$ cat src/rtl/ewd_pkg.sv
package ewd_pkg;

    localparam int unsigned WORD_W = 32;
    localparam int unsigned PER_W  = 8;

    // register byte offsets
    localparam logic [7:0] OFS_CFG = 8'h00;
    localparam logic [7:0] OFS_STS = 8'h04;
    localparam logic [7:0] OFS_CMD = 8'h08;
    localparam logic [7:0] OFS_KEY = 8'h0C;
    localparam logic [7:0] OFS_TMR = 8'h10;

    // field positions decoded by software
    localparam int unsigned PER_LSB      = 4;
    localparam int unsigned IRQ_EN_BIT   = 12;
    localparam int unsigned RST_EN_BIT   = 15;
    localparam int unsigned EXP_LSB      = 12;
    localparam int unsigned GO_BIT       = 0;
    localparam int unsigned HALT_BIT     = 1;
    localparam int unsigned TMR_EN_BIT   = 31;
    localparam int unsigned TMR_AUTO_BIT = 30;

    localparam logic [15:0] KEY_VALUE = 16'hC45A;

    typedef struct packed {
        logic [PER_W-1:0] period;
        logic             irq_en;
        logic             rst_en;
    } cfg_t;

endpackage

$ cat src/rtl/ewd_tick_gen.sv
module ewd_tick_gen
    import ewd_pkg::*;
#(
    parameter int unsigned CLK_PER_US = 100,
    parameter int unsigned RELOAD_W   = 30
) (
    input  logic              clk_i,
    input  logic              rst_ni,
    input  logic              load_i,
    input  logic [WORD_W-1:0] load_data_i,
    output logic              tick_o,
    output logic [WORD_W-1:0] word_o
);

    localparam int unsigned PS_W   = (CLK_PER_US > 1) ? $clog2(CLK_PER_US) : 1;
    localparam logic [PS_W-1:0] PS_LAST = PS_W'(CLK_PER_US - 1);

    typedef struct packed {
        logic [PS_W-1:0]     ps;
        logic                en;
        logic                auto_rl;
        logic [RELOAD_W-1:0] reload;
        logic [RELOAD_W-1:0] cnt;
    } tg_state_t;

    tg_state_t st_d, st_q;
    logic      us_strobe;

    always_comb begin
        st_d      = st_q;
        us_strobe = (st_q.ps == PS_LAST);
        tick_o    = 1'b0;

        if (us_strobe) begin
            st_d.ps = '0;
        end else begin
            st_d.ps = st_q.ps + 1'b1;
        end

        if (st_q.en && us_strobe) begin
            if (st_q.cnt <= RELOAD_W'(1)) begin
                tick_o   = 1'b1;
                st_d.cnt = st_q.reload;
                if (!st_q.auto_rl) begin
                    st_d.en = 1'b0;
                end
            end else begin
                st_d.cnt = st_q.cnt - 1'b1;
            end
        end

        if (load_i) begin
            st_d.en      = load_data_i[TMR_EN_BIT];
            st_d.auto_rl = load_data_i[TMR_AUTO_BIT];
            st_d.reload  = load_data_i[RELOAD_W-1:0];
            st_d.cnt     = load_data_i[RELOAD_W-1:0];
        end
    end

    always_comb begin
        word_o               = '0;
        word_o[TMR_EN_BIT]   = st_q.en;
        word_o[TMR_AUTO_BIT] = st_q.auto_rl;
        word_o[RELOAD_W-1:0] = st_q.reload;
    end

    always_ff @(posedge clk_i or negedge rst_ni) begin
        if (!rst_ni) begin
            st_q <= '0;
        end else begin
            st_q <= st_d;
        end
    end

endmodule

$ cat src/rtl/ewd_regs.sv
module ewd_regs
    import ewd_pkg::*;
#(
    parameter int unsigned ADDR_W = 8
) (
    input  logic              clk_i,
    input  logic              rst_ni,
    input  logic              wr_en_i,
    input  logic [ADDR_W-1:0] wr_addr_i,
    input  logic [WORD_W-1:0] wr_data_i,
    output cfg_t              cfg_o,
    output logic              go_o,
    output logic              halt_o,
    output logic              tmr_load_o
);

    typedef struct packed {
        cfg_t cfg;
        logic armed;
    } rg_state_t;

    rg_state_t st_d, st_q;
    logic      hit_cfg, hit_cmd, hit_key;

    always_comb begin
        st_d       = st_q;
        hit_cfg    = wr_en_i && (wr_addr_i == ADDR_W'(OFS_CFG));
        hit_cmd    = wr_en_i && (wr_addr_i == ADDR_W'(OFS_CMD));
        hit_key    = wr_en_i && (wr_addr_i == ADDR_W'(OFS_KEY));
        tmr_load_o = wr_en_i && (wr_addr_i == ADDR_W'(OFS_TMR));
        go_o       = hit_cmd && wr_data_i[GO_BIT];
        halt_o     = hit_cmd && wr_data_i[HALT_BIT] && st_q.armed;

        if (hit_cfg) begin
            st_d.cfg.period = wr_data_i[PER_LSB +: PER_W];
            st_d.cfg.irq_en = wr_data_i[IRQ_EN_BIT];
            st_d.cfg.rst_en = wr_data_i[RST_EN_BIT];
        end
        if (hit_key) begin
            st_d.armed = (wr_data_i[15:0] == KEY_VALUE);
        end
        if (hit_cmd) begin
            st_d.armed = 1'b0;
        end
    end

    assign cfg_o = st_q.cfg;

    always_ff @(posedge clk_i or negedge rst_ni) begin
        if (!rst_ni) begin
            st_q <= '0;
        end else begin
            st_q <= st_d;
        end
    end

endmodule

$ cat src/rtl/ewd_countdown.sv
module ewd_countdown
    import ewd_pkg::*;
#(
    parameter int unsigned EXP_COUNT = 4
) (
    input  logic                         clk_i,
    input  logic                         rst_ni,
    input  logic                         tick_i,
    input  logic                         go_i,
    input  logic                         halt_i,
    input  cfg_t                         cfg_i,
    output logic                         run_o,
    output logic [PER_W-1:0]             cnt_o,
    output logic [$clog2(EXP_COUNT)-1:0] exp_o,
    output logic                         irq_o,
    output logic                         rst_req_o
);

    localparam int unsigned EXP_W = $clog2(EXP_COUNT);
    localparam logic [EXP_W-1:0] EXP_LAST = EXP_W'(EXP_COUNT - 1);

    typedef struct packed {
        logic             run;
        logic [PER_W-1:0] cnt;
        logic [EXP_W-1:0] exp;
        logic             irq;
        logic             rst;
    } wd_state_t;

    wd_state_t        st_d, st_q;
    logic [PER_W-1:0] per_eff;

    always_comb begin
        st_d    = st_q;
        per_eff = (cfg_i.period == '0) ? PER_W'(1) : cfg_i.period;

        if (st_q.run && tick_i) begin
            if (st_q.cnt <= PER_W'(1)) begin
                st_d.cnt = per_eff;
                st_d.exp = st_q.exp + 1'b1;
                if ((st_q.exp == '0) && cfg_i.irq_en) begin
                    st_d.irq = 1'b1;
                end
                if ((st_q.exp == EXP_LAST) && cfg_i.rst_en) begin
                    st_d.rst = 1'b1;
                end
            end else begin
                st_d.cnt = st_q.cnt - 1'b1;
            end
        end

        if (halt_i) begin
            st_d.run = 1'b0;
            st_d.irq = 1'b0;
        end else if (go_i) begin
            st_d.run = 1'b1;
            st_d.cnt = per_eff;
            st_d.exp = '0;
            st_d.irq = 1'b0;
        end
    end

    assign run_o     = st_q.run;
    assign cnt_o     = st_q.cnt;
    assign exp_o     = st_q.exp;
    assign irq_o     = st_q.irq;
    assign rst_req_o = st_q.rst;

    always_ff @(posedge clk_i or negedge rst_ni) begin
        if (!rst_ni) begin
            st_q <= '0;
        end else begin
            st_q <= st_d;
        end
    end

endmodule

$ cat src/rtl/expiry_watchdog.sv
module expiry_watchdog
    import ewd_pkg::*;
#(
    parameter int unsigned CLK_PER_US = 100,
    parameter int unsigned RELOAD_W   = 30,
    parameter int unsigned ADDR_W     = 8,
    parameter int unsigned EXP_COUNT  = 4
) (
    input  logic              clk_i,
    input  logic              rst_ni,
    input  logic              wr_en_i,
    input  logic [ADDR_W-1:0] wr_addr_i,
    input  logic [31:0]       wr_data_i,
    input  logic [ADDR_W-1:0] rd_addr_i,
    output logic [31:0]       rd_data_o,
    output logic              irq_o,
    output logic              rst_req_o
);

    localparam int unsigned EXP_W = $clog2(EXP_COUNT);

    cfg_t              cfg;
    logic              go, halt, tmr_load, tick;
    logic              wd_run;
    logic [PER_W-1:0]  wd_cnt;
    logic [EXP_W-1:0]  wd_exp;
    logic [WORD_W-1:0] tmr_word, cfg_word, sts_word;

    ewd_regs #(.ADDR_W(ADDR_W)) u_regs (
        .clk_i      (clk_i),
        .rst_ni     (rst_ni),
        .wr_en_i    (wr_en_i),
        .wr_addr_i  (wr_addr_i),
        .wr_data_i  (wr_data_i),
        .cfg_o      (cfg),
        .go_o       (go),
        .halt_o     (halt),
        .tmr_load_o (tmr_load)
    );

    ewd_tick_gen #(.CLK_PER_US(CLK_PER_US), .RELOAD_W(RELOAD_W)) u_tick (
        .clk_i       (clk_i),
        .rst_ni      (rst_ni),
        .load_i      (tmr_load),
        .load_data_i (wr_data_i),
        .tick_o      (tick),
        .word_o      (tmr_word)
    );

    ewd_countdown #(.EXP_COUNT(EXP_COUNT)) u_count (
        .clk_i     (clk_i),
        .rst_ni    (rst_ni),
        .tick_i    (tick),
        .go_i      (go),
        .halt_i    (halt),
        .cfg_i     (cfg),
        .run_o     (wd_run),
        .cnt_o     (wd_cnt),
        .exp_o     (wd_exp),
        .irq_o     (irq_o),
        .rst_req_o (rst_req_o)
    );

    always_comb begin
        cfg_word                     = '0;
        cfg_word[PER_LSB +: PER_W]   = cfg.period;
        cfg_word[IRQ_EN_BIT]         = cfg.irq_en;
        cfg_word[RST_EN_BIT]         = cfg.rst_en;
        sts_word                     = '0;
        sts_word[PER_LSB +: PER_W]   = wd_cnt;
        sts_word[EXP_LSB +: EXP_W]   = wd_exp;
    end

    always_comb begin
        rd_data_o = '0;
        if (rd_addr_i == ADDR_W'(OFS_CFG)) begin
            rd_data_o = cfg_word;
        end else if (rd_addr_i == ADDR_W'(OFS_STS)) begin
            rd_data_o = sts_word;
        end else if (rd_addr_i == ADDR_W'(OFS_TMR)) begin
            rd_data_o = tmr_word;
        end
    end

endmodule

$ cat config.mk
export PLATFORM = sky130hd
export DESIGN_NAME = expiry_watchdog
export DESIGN_NICKNAME = d
export VERILOG_FILES = /design/src/rtl/ewd_pkg.sv /design/src/rtl/ewd_tick_gen.sv /design/src/rtl/ewd_regs.sv /design/src/rtl/ewd_countdown.sv /design/src/rtl/expiry_watchdog.sv
export SDC_FILE = /design/constraint.sdc
export NUM_CORES = 1
export LEC_CHECK = 0
export ABC_AREA = 1
export BUFFER_PORTS_ARGS = -buffer_cell sky130_fd_sc_hd__buf_2
export CAP_MARGIN = 40
export CORE_ASPECT_RATIO = 1.75
export CORE_MARGIN = 3
export CORE_UTILIZATION = 55
export CTS_BUF_LIST = sky130_fd_sc_hd__clkbuf_4 sky130_fd_sc_hd__clkbuf_8
export DETAILED_ROUTE_END_ITERATION = 7
export PLACE_DENSITY = 0.76
export SYNTH_ARGS = -nofsm -noshare
export SYNTH_HDL_FRONTEND = slang
export SYNTH_HIERARCHICAL = 1
export SYNTH_SLANG_ARGS = --single-unit
$ cat constraint.sdc
create_clock -name clk_i -period 3.65 [get_ports clk_i]
set_clock_uncertainty 0.15 [all_clocks]
set_input_delay 0.73 -clock clk_i [delete_from_list [all_inputs] [get_ports clk_i]]
set_output_delay 0.73 -clock clk_i [all_outputs]
set_load 0.005 [all_outputs]
======== After elaboration in Yosys (flattened, before gate mapping) ========
Index checks and enable logic that the tools add are counted.
operators by class
  $add $sub $neg .......................... 4
  order comparisons ....................... 2
  equal/unequal tests ..................... 9
  muxes and demuxes ....................... 24
  reductions and logical operators ........ 25
operators with widths
  cell                     count
  $mux W32                 3
  $mux W62                 1
  $mux W30                 2
  $le A30 B1 Y1 const B    1
  $sub A30 B1 Y30 const B  1
  $logic_not A8 Y1         3
  $mux W12                 2
  $eq A16 B16 Y1 const B   1
  $eq A8 B4 Y1 const B     2
  $eq A8 B5 Y1 const B     2
  $mux W8                  2
  $logic_and A1 B1 Y1      11
  $mux W1                  11
  $mux W10                 1
  $reduce_and A3 Y1        3
  $reduce_bool A3 Y1       3
  $eq A8 B3 Y1 const B     1
  $le A8 B1 Y1 const B     1
  $reduce_bool A2 Y1       4
  $sub A8 B1 Y8 const B    1
  $add A7 B1 Y7 const B    1
  $eq A7 B7 Y1 const B     1
  $mux W7                  1
  $mux W4                  1
  other kinds (4)          4
word-level totals
  register bits after elaboration ......... 93
  output and inout port bits .............. 34
  word-level logic and storage cells ...... 78

======== Logic depth before layout (Yosys ltp) ========
  word-level depth ........................ 7
  mapped depth ............................ 17
  mapped depth without buffers ............ 16

======== Hierarchy ========
Netlist, hierarchy kept.
modules (own cells, without submodules)
  module           times used  cells each  area each (µm²)  seq. area each (µm²)
  ewd_tick_gen     1           664         4450.5           1726.7
  ewd_countdown    1           126         892.1            325.3
  ewd_regs         1           101         735.7            275.3
  expiry_watchdog  1           112         526.8            0.0

======== Least setup slack after synthesis ========
OpenSTA, ideal clock, no wires.
  path type ............................... reg-to-reg
  start point ............................. register u_tick/st_q[0] in the netlist's numbering
  end point ............................... register u_count.st_q (netlist bit u_count/cnt_o[0])
  library setup time ...................... 117 ps
  data arrival time ....................... 2127 ps
  required time ........................... 3383 ps
  slack ................................... 1256 ps
  cell stages (with the launch flop) ...... 17
  path buffers ............................ 1
  cells stage by stage .................... dfrtp_1 inv_1 ha_1 nand2_4 nor2_4 nand3_2 nor2_2 nor2_2 buf_6 nor3_1 nand2_1 inv_1 nand2_4 nand2_8 nand2_1 o21ai_1 inv_1
RTL lines
  item                    RTL line             text
  from (decl)             ewd_tick_gen.sv:26   tg_state_t st_d, st_q;
  from (signal assigned)  ewd_tick_gen.sv:71   st_q <= st_d;
  to (signal assigned)    ewd_countdown.sv:73  st_q <= st_d;
  to (decl)               ewd_countdown.sv:30  wd_state_t st_d, st_q;

======== Worst setup path in the final report ========
  start point ............................. input rd_addr_i[4]
  end point ............................... output rd_data_o[18]
between the ends
  word-level cells in the longest chain between the ends .. 4
  elaborated cells on any way between the ends .. 6
RTL lines
  item          RTL line               text
  from (decl)   expiry_watchdog.sv:14  input logic [ADDR_W-1:0] rd_addr_i,
  $eq A8 B5 Y1  expiry_watchdog.sv:80  end else if (rd_addr_i == ADDR_W'(OFS_TMR)) begin
  $mux W32      expiry_watchdog.sv:80
  $mux W32      expiry_watchdog.sv:78  end else if (rd_addr_i == ADDR_W'(OFS_STS)) begin
  $mux W32 (*)  expiry_watchdog.sv:76  if (rd_addr_i == ADDR_W'(OFS_CFG)) begin
  to (decl)     expiry_watchdog.sv:15  output logic [31:0] rd_data_o,
Mark *: on every way between the ends. The rest lies on a longest branch, timed or not.

==> flow_metrics.env <==
export IMPL_vdd_drop_max_v=0.000224
export IMPL_detailedRoute_firstIterationViolations=358
export IMPL_yosys_mux_area_fraction=0
export IMPL_area_growth_synth_to_final_pct=5.59
export IMPL_fin_setup_tns_ns=0
export IMPL_grt_ovfl_total=0
export IMPL_hold_class="in -> async"
export IMPL_clkSinkCount=93
export IMPL_routed_via_count=5976
export IMPL_top_level_port_count=85
export IMPL_postCtsSetupRepairBufs=0
export IMPL_gp_routability_congestion=1.00
export IMPL_syn_nets=1061
export IMPL_drv_slew=0
export IMPL_port_buffers=84
export IMPL_numCtsBuffers=9
export IMPL_drv_max_cap_violation_count=0
export IMPL_synthesis_area_per_instance_um2=6.59
export IMPL_route_detailed_wl_per_inst_um=14.2
export IMPL_critical_path_max_fanout=11
export IMPL_fp_dieArea_mm2=0.0134
export IMPL_postRouteWirelength_um=16700
export IMPL_grt_first_pass_wirelength_um=27100
export IMPL_floorplan_rows=52
export IMPL_timing_slew_headroom=0.567
export IMPL_timing_final_crit_period_ns=2.84
export IMPL_cts_htree_levels=3
export IMPL_timing_critical_path_required_ns=2.77
export IMPL_hold_slack_ns=0.0853
export IMPL_worst_setup_path_start_kind="input port"
export IMPL_post_synth_main_area_contributors="dfrtp_1 35%, nand2_1 20%, nor2_1 9.1%"
export IMPL_cellLeakagePower_nw=4.04
export IMPL_grt_max_degree=76
export IMPL_dpl_instance_area_mm2=0.00678
export IMPL_max_clock_path_buffers=2
export IMPL_drt_vias_per_instance=5.08
export IMPL_cts_root_buffer="clkbuf_8"
export IMPL_grt_antenna_before_repair=0
export IMPL_synth_yosys_warnings=6
export IMPL_combinational_family_with_the_most_area_after_synthesis="simple AND/OR/NAND/NOR gates"
export IMPL_worst_skew_pair_late_latency_ns=0.37
export IMPL_final_area_mm2=0.00697
export IMPL_worstMarginPinSlew_ns=0.645
export IMPL_grt_use_total=0.262
export IMPL_finalHoldViolCount=0
export IMPL_cp_class="in -> out"
export IMPL_post_cts_resized_instances=0
export IMPL_synth_area_leader_cell="dfrtp_1"
export IMPL_post_synth_xor_area_fraction=0.0292
export IMPL_die_span_in_x_um=88.8
export IMPL_outcome="finished clean"
export IMPL_hpwlAfterDp_um=12800
export IMPL_synth_top_cell_area_share=0.352
export IMPL_firstDrtPassIters=4
export IMPL_fin_crit_sh=0.779
export IMPL_insertedDiodeCount=0
export IMPL_timing_fmax_ghz=0.352
export IMPL_die_h_um=151
export IMPL_synth_compound_area_frac=0.0561
export IMPL_synth_adder_area_share=0.0133
export IMPL_syn_cell_area_mm2=0.00661
export IMPL_drtAntennaViolNets=0
export IMPL_synth_simple_gate_area_frac=0.406
export IMPL_setup_violations=0
export IMPL_ys_types=35
export IMPL_postSynthCellCount=1003
export IMPL_initial_utilization=0.567
export IMPL_tritoncts="yes"
export IMPL_ys_seq_elements=93
export IMPL_worst_setup_path_end_kind="output port"
export IMPL_power_total_mw=2.67
export IMPL_finish_net_count=1095
export IMPL_synth_sequential_area_ratio=0.352
export IMPL_floorplan_core_area_mm2=0.0116
export IMPL_clock_pin_slew_reported_for_the_worst_setup_and_hold_paths_after_clock_tree_synthesis_ns=0.09
export IMPL_drive_gt1_frac=0.153
export IMPL_route_detailed_drc=0
export IMPL_via_count_of_the_first_global_routing_pass=5700
export IMPL_grt_setup_unrepaired="no"
export IMPL_fin_util=0.599
export IMPL_critPathArrivalTime_ns=1.96
export IMPL_postCtsHoldBufs=0
export IMPL_powerDensity_mw_per_mm2=382
cell families after synthesis:
group,after synthesis
xor gates and xnor gates,22
DFF,93
buffers and inverters,191
and+or+nand+nor,624
AOI/OAI and AO/OA,66
adders and majority gates,7
power breakdown:
group | total [mW] | leakage [nW] | switching, mW | internal, mW
registers | 1.14 | 1.23 | 0.0572 | 1.08
clock network | 0.685 | 0.0887 | 0.389 | 0.296
logic | 0.844 | 2.72 | 0.559 | 0.284
total | 2.67 | 4.04 | 1.01 | 1.66
per-stage QoR:
step,setup slack (ns),std cells
2_1_floorplan,1.26,1003
3_3_place_gp,0.724,1161
3_5_place_dp,0.729,1161
4_1_cts,0.796,1177
5_1_grt,0.660,1177
6_report,0.807,1177
layout by cell type, fill, tap and decap left out, types with 2 or more instances in the layout:
cell and n:
o21ai_1 2, clkinvlp_4 3, o21ai_2 7, o21ai_0 9, ha_1 7, a21oi_1 43
nor2_2 12, inv_1 119, buf_2 83, nor3_1 3, nand2_4 5, nand2_1 344
nand2_2 5, xor2_1 11, xnor2_1 11, nor2_1 158, nand3_1 67, nand4_1 11
a21oi_2 2, buf_4 5, nor2_4 14, dfrtp_1 93, clkbuf_8 11, inv_2 4
inv_6 2
cell type report:
cell class | instances | area, µm²
Fill cell | 1191 | 4670
Multi-Input combinational cell | 719 | 3340
Sequential cell | 93 | 2330
Inverter | 125 | 474
Timing Repair Buffer | 89 | 473
Tap cell | 135 | 169
Clock buffer | 12 | 159
Clock inverter | 4 | 31.3
sequential cells by signal, indices dropped and copies added, names as in the netlist:
register           cells
u_count/cnt_o          8
u_count/exp_o          2
u_count/irq_o          1
u_count/rst_req_o      1
u_count/run_o          1
u_regs/cfg_o          10
u_regs/st_q            1
u_tick/st_q           37
u_tick/word_o         32
worst paths after layout:
kind | startpoint | to | slack [ns] | cells past startpoint
worst max-delay path | rd_addr_i[4] | rd_data_o[18] | 0.81 | 8
worst min-delay path | rst_ni | u_tick/word_o[20]$_DFFE_PN0P_ | 0.09 | 1
worst min register to register | u_tick/st_q[62]$_DFF_PN0_ | u_tick/st_q[62]$_DFF_PN0_ | 0.32 | 1
worst max register to register | u_tick/st_q[0]$_DFFE_PN0P_ | u_count/cnt_o[1]$_DFF_PN0_ | 0.88 | 15
max in group asynchronous | rst_ni | u_tick/st_q[10]$_DFFE_PN0P_ | 2.58 | 2
min in group clk_i | u_tick/st_q[62]$_DFF_PN0_ | u_tick/st_q[62]$_DFF_PN0_ | 0.32 | 1
metal layers:
metal / vias to the layer above / track usage / part of all wire / wire, µm
met1: 2739 / 0.283 / 0.37 / 6160
met4: 0 / 0.116 / 0.037 / 612
met2: 116 / 0.493 / 0.56 / 9400
met5: - / 0 / 0 / 0
met3: 33 / 0.0305 / 0.031 / 516
li1: 3088 / - / - / -
critical path, stage by stage:
cell	delay, ns
buf_2	0.11
nor2_1	0.09
nand2_1	0.10
nor2_2	0.38
inv_1	0.26
nand2_1	0.12
nor2_1	0.04
buf_2	0.13
Yosys cell counts (all sizes together):
library cell / number
nor2: 184
xnor2: 11
o21ai: 18
xor2: 11
nand3: 69
nand4: 12
dfrtp: 93
inv: 124
buf: 56
nor3: 3
o21a: 1
a21oi: 45
ha: 7
nand2: 355
clkinv: 1
o21bai: 1
clkbuf: 10
and2: 1
o22ai: 1
Power figures use the tool's default switching activity.
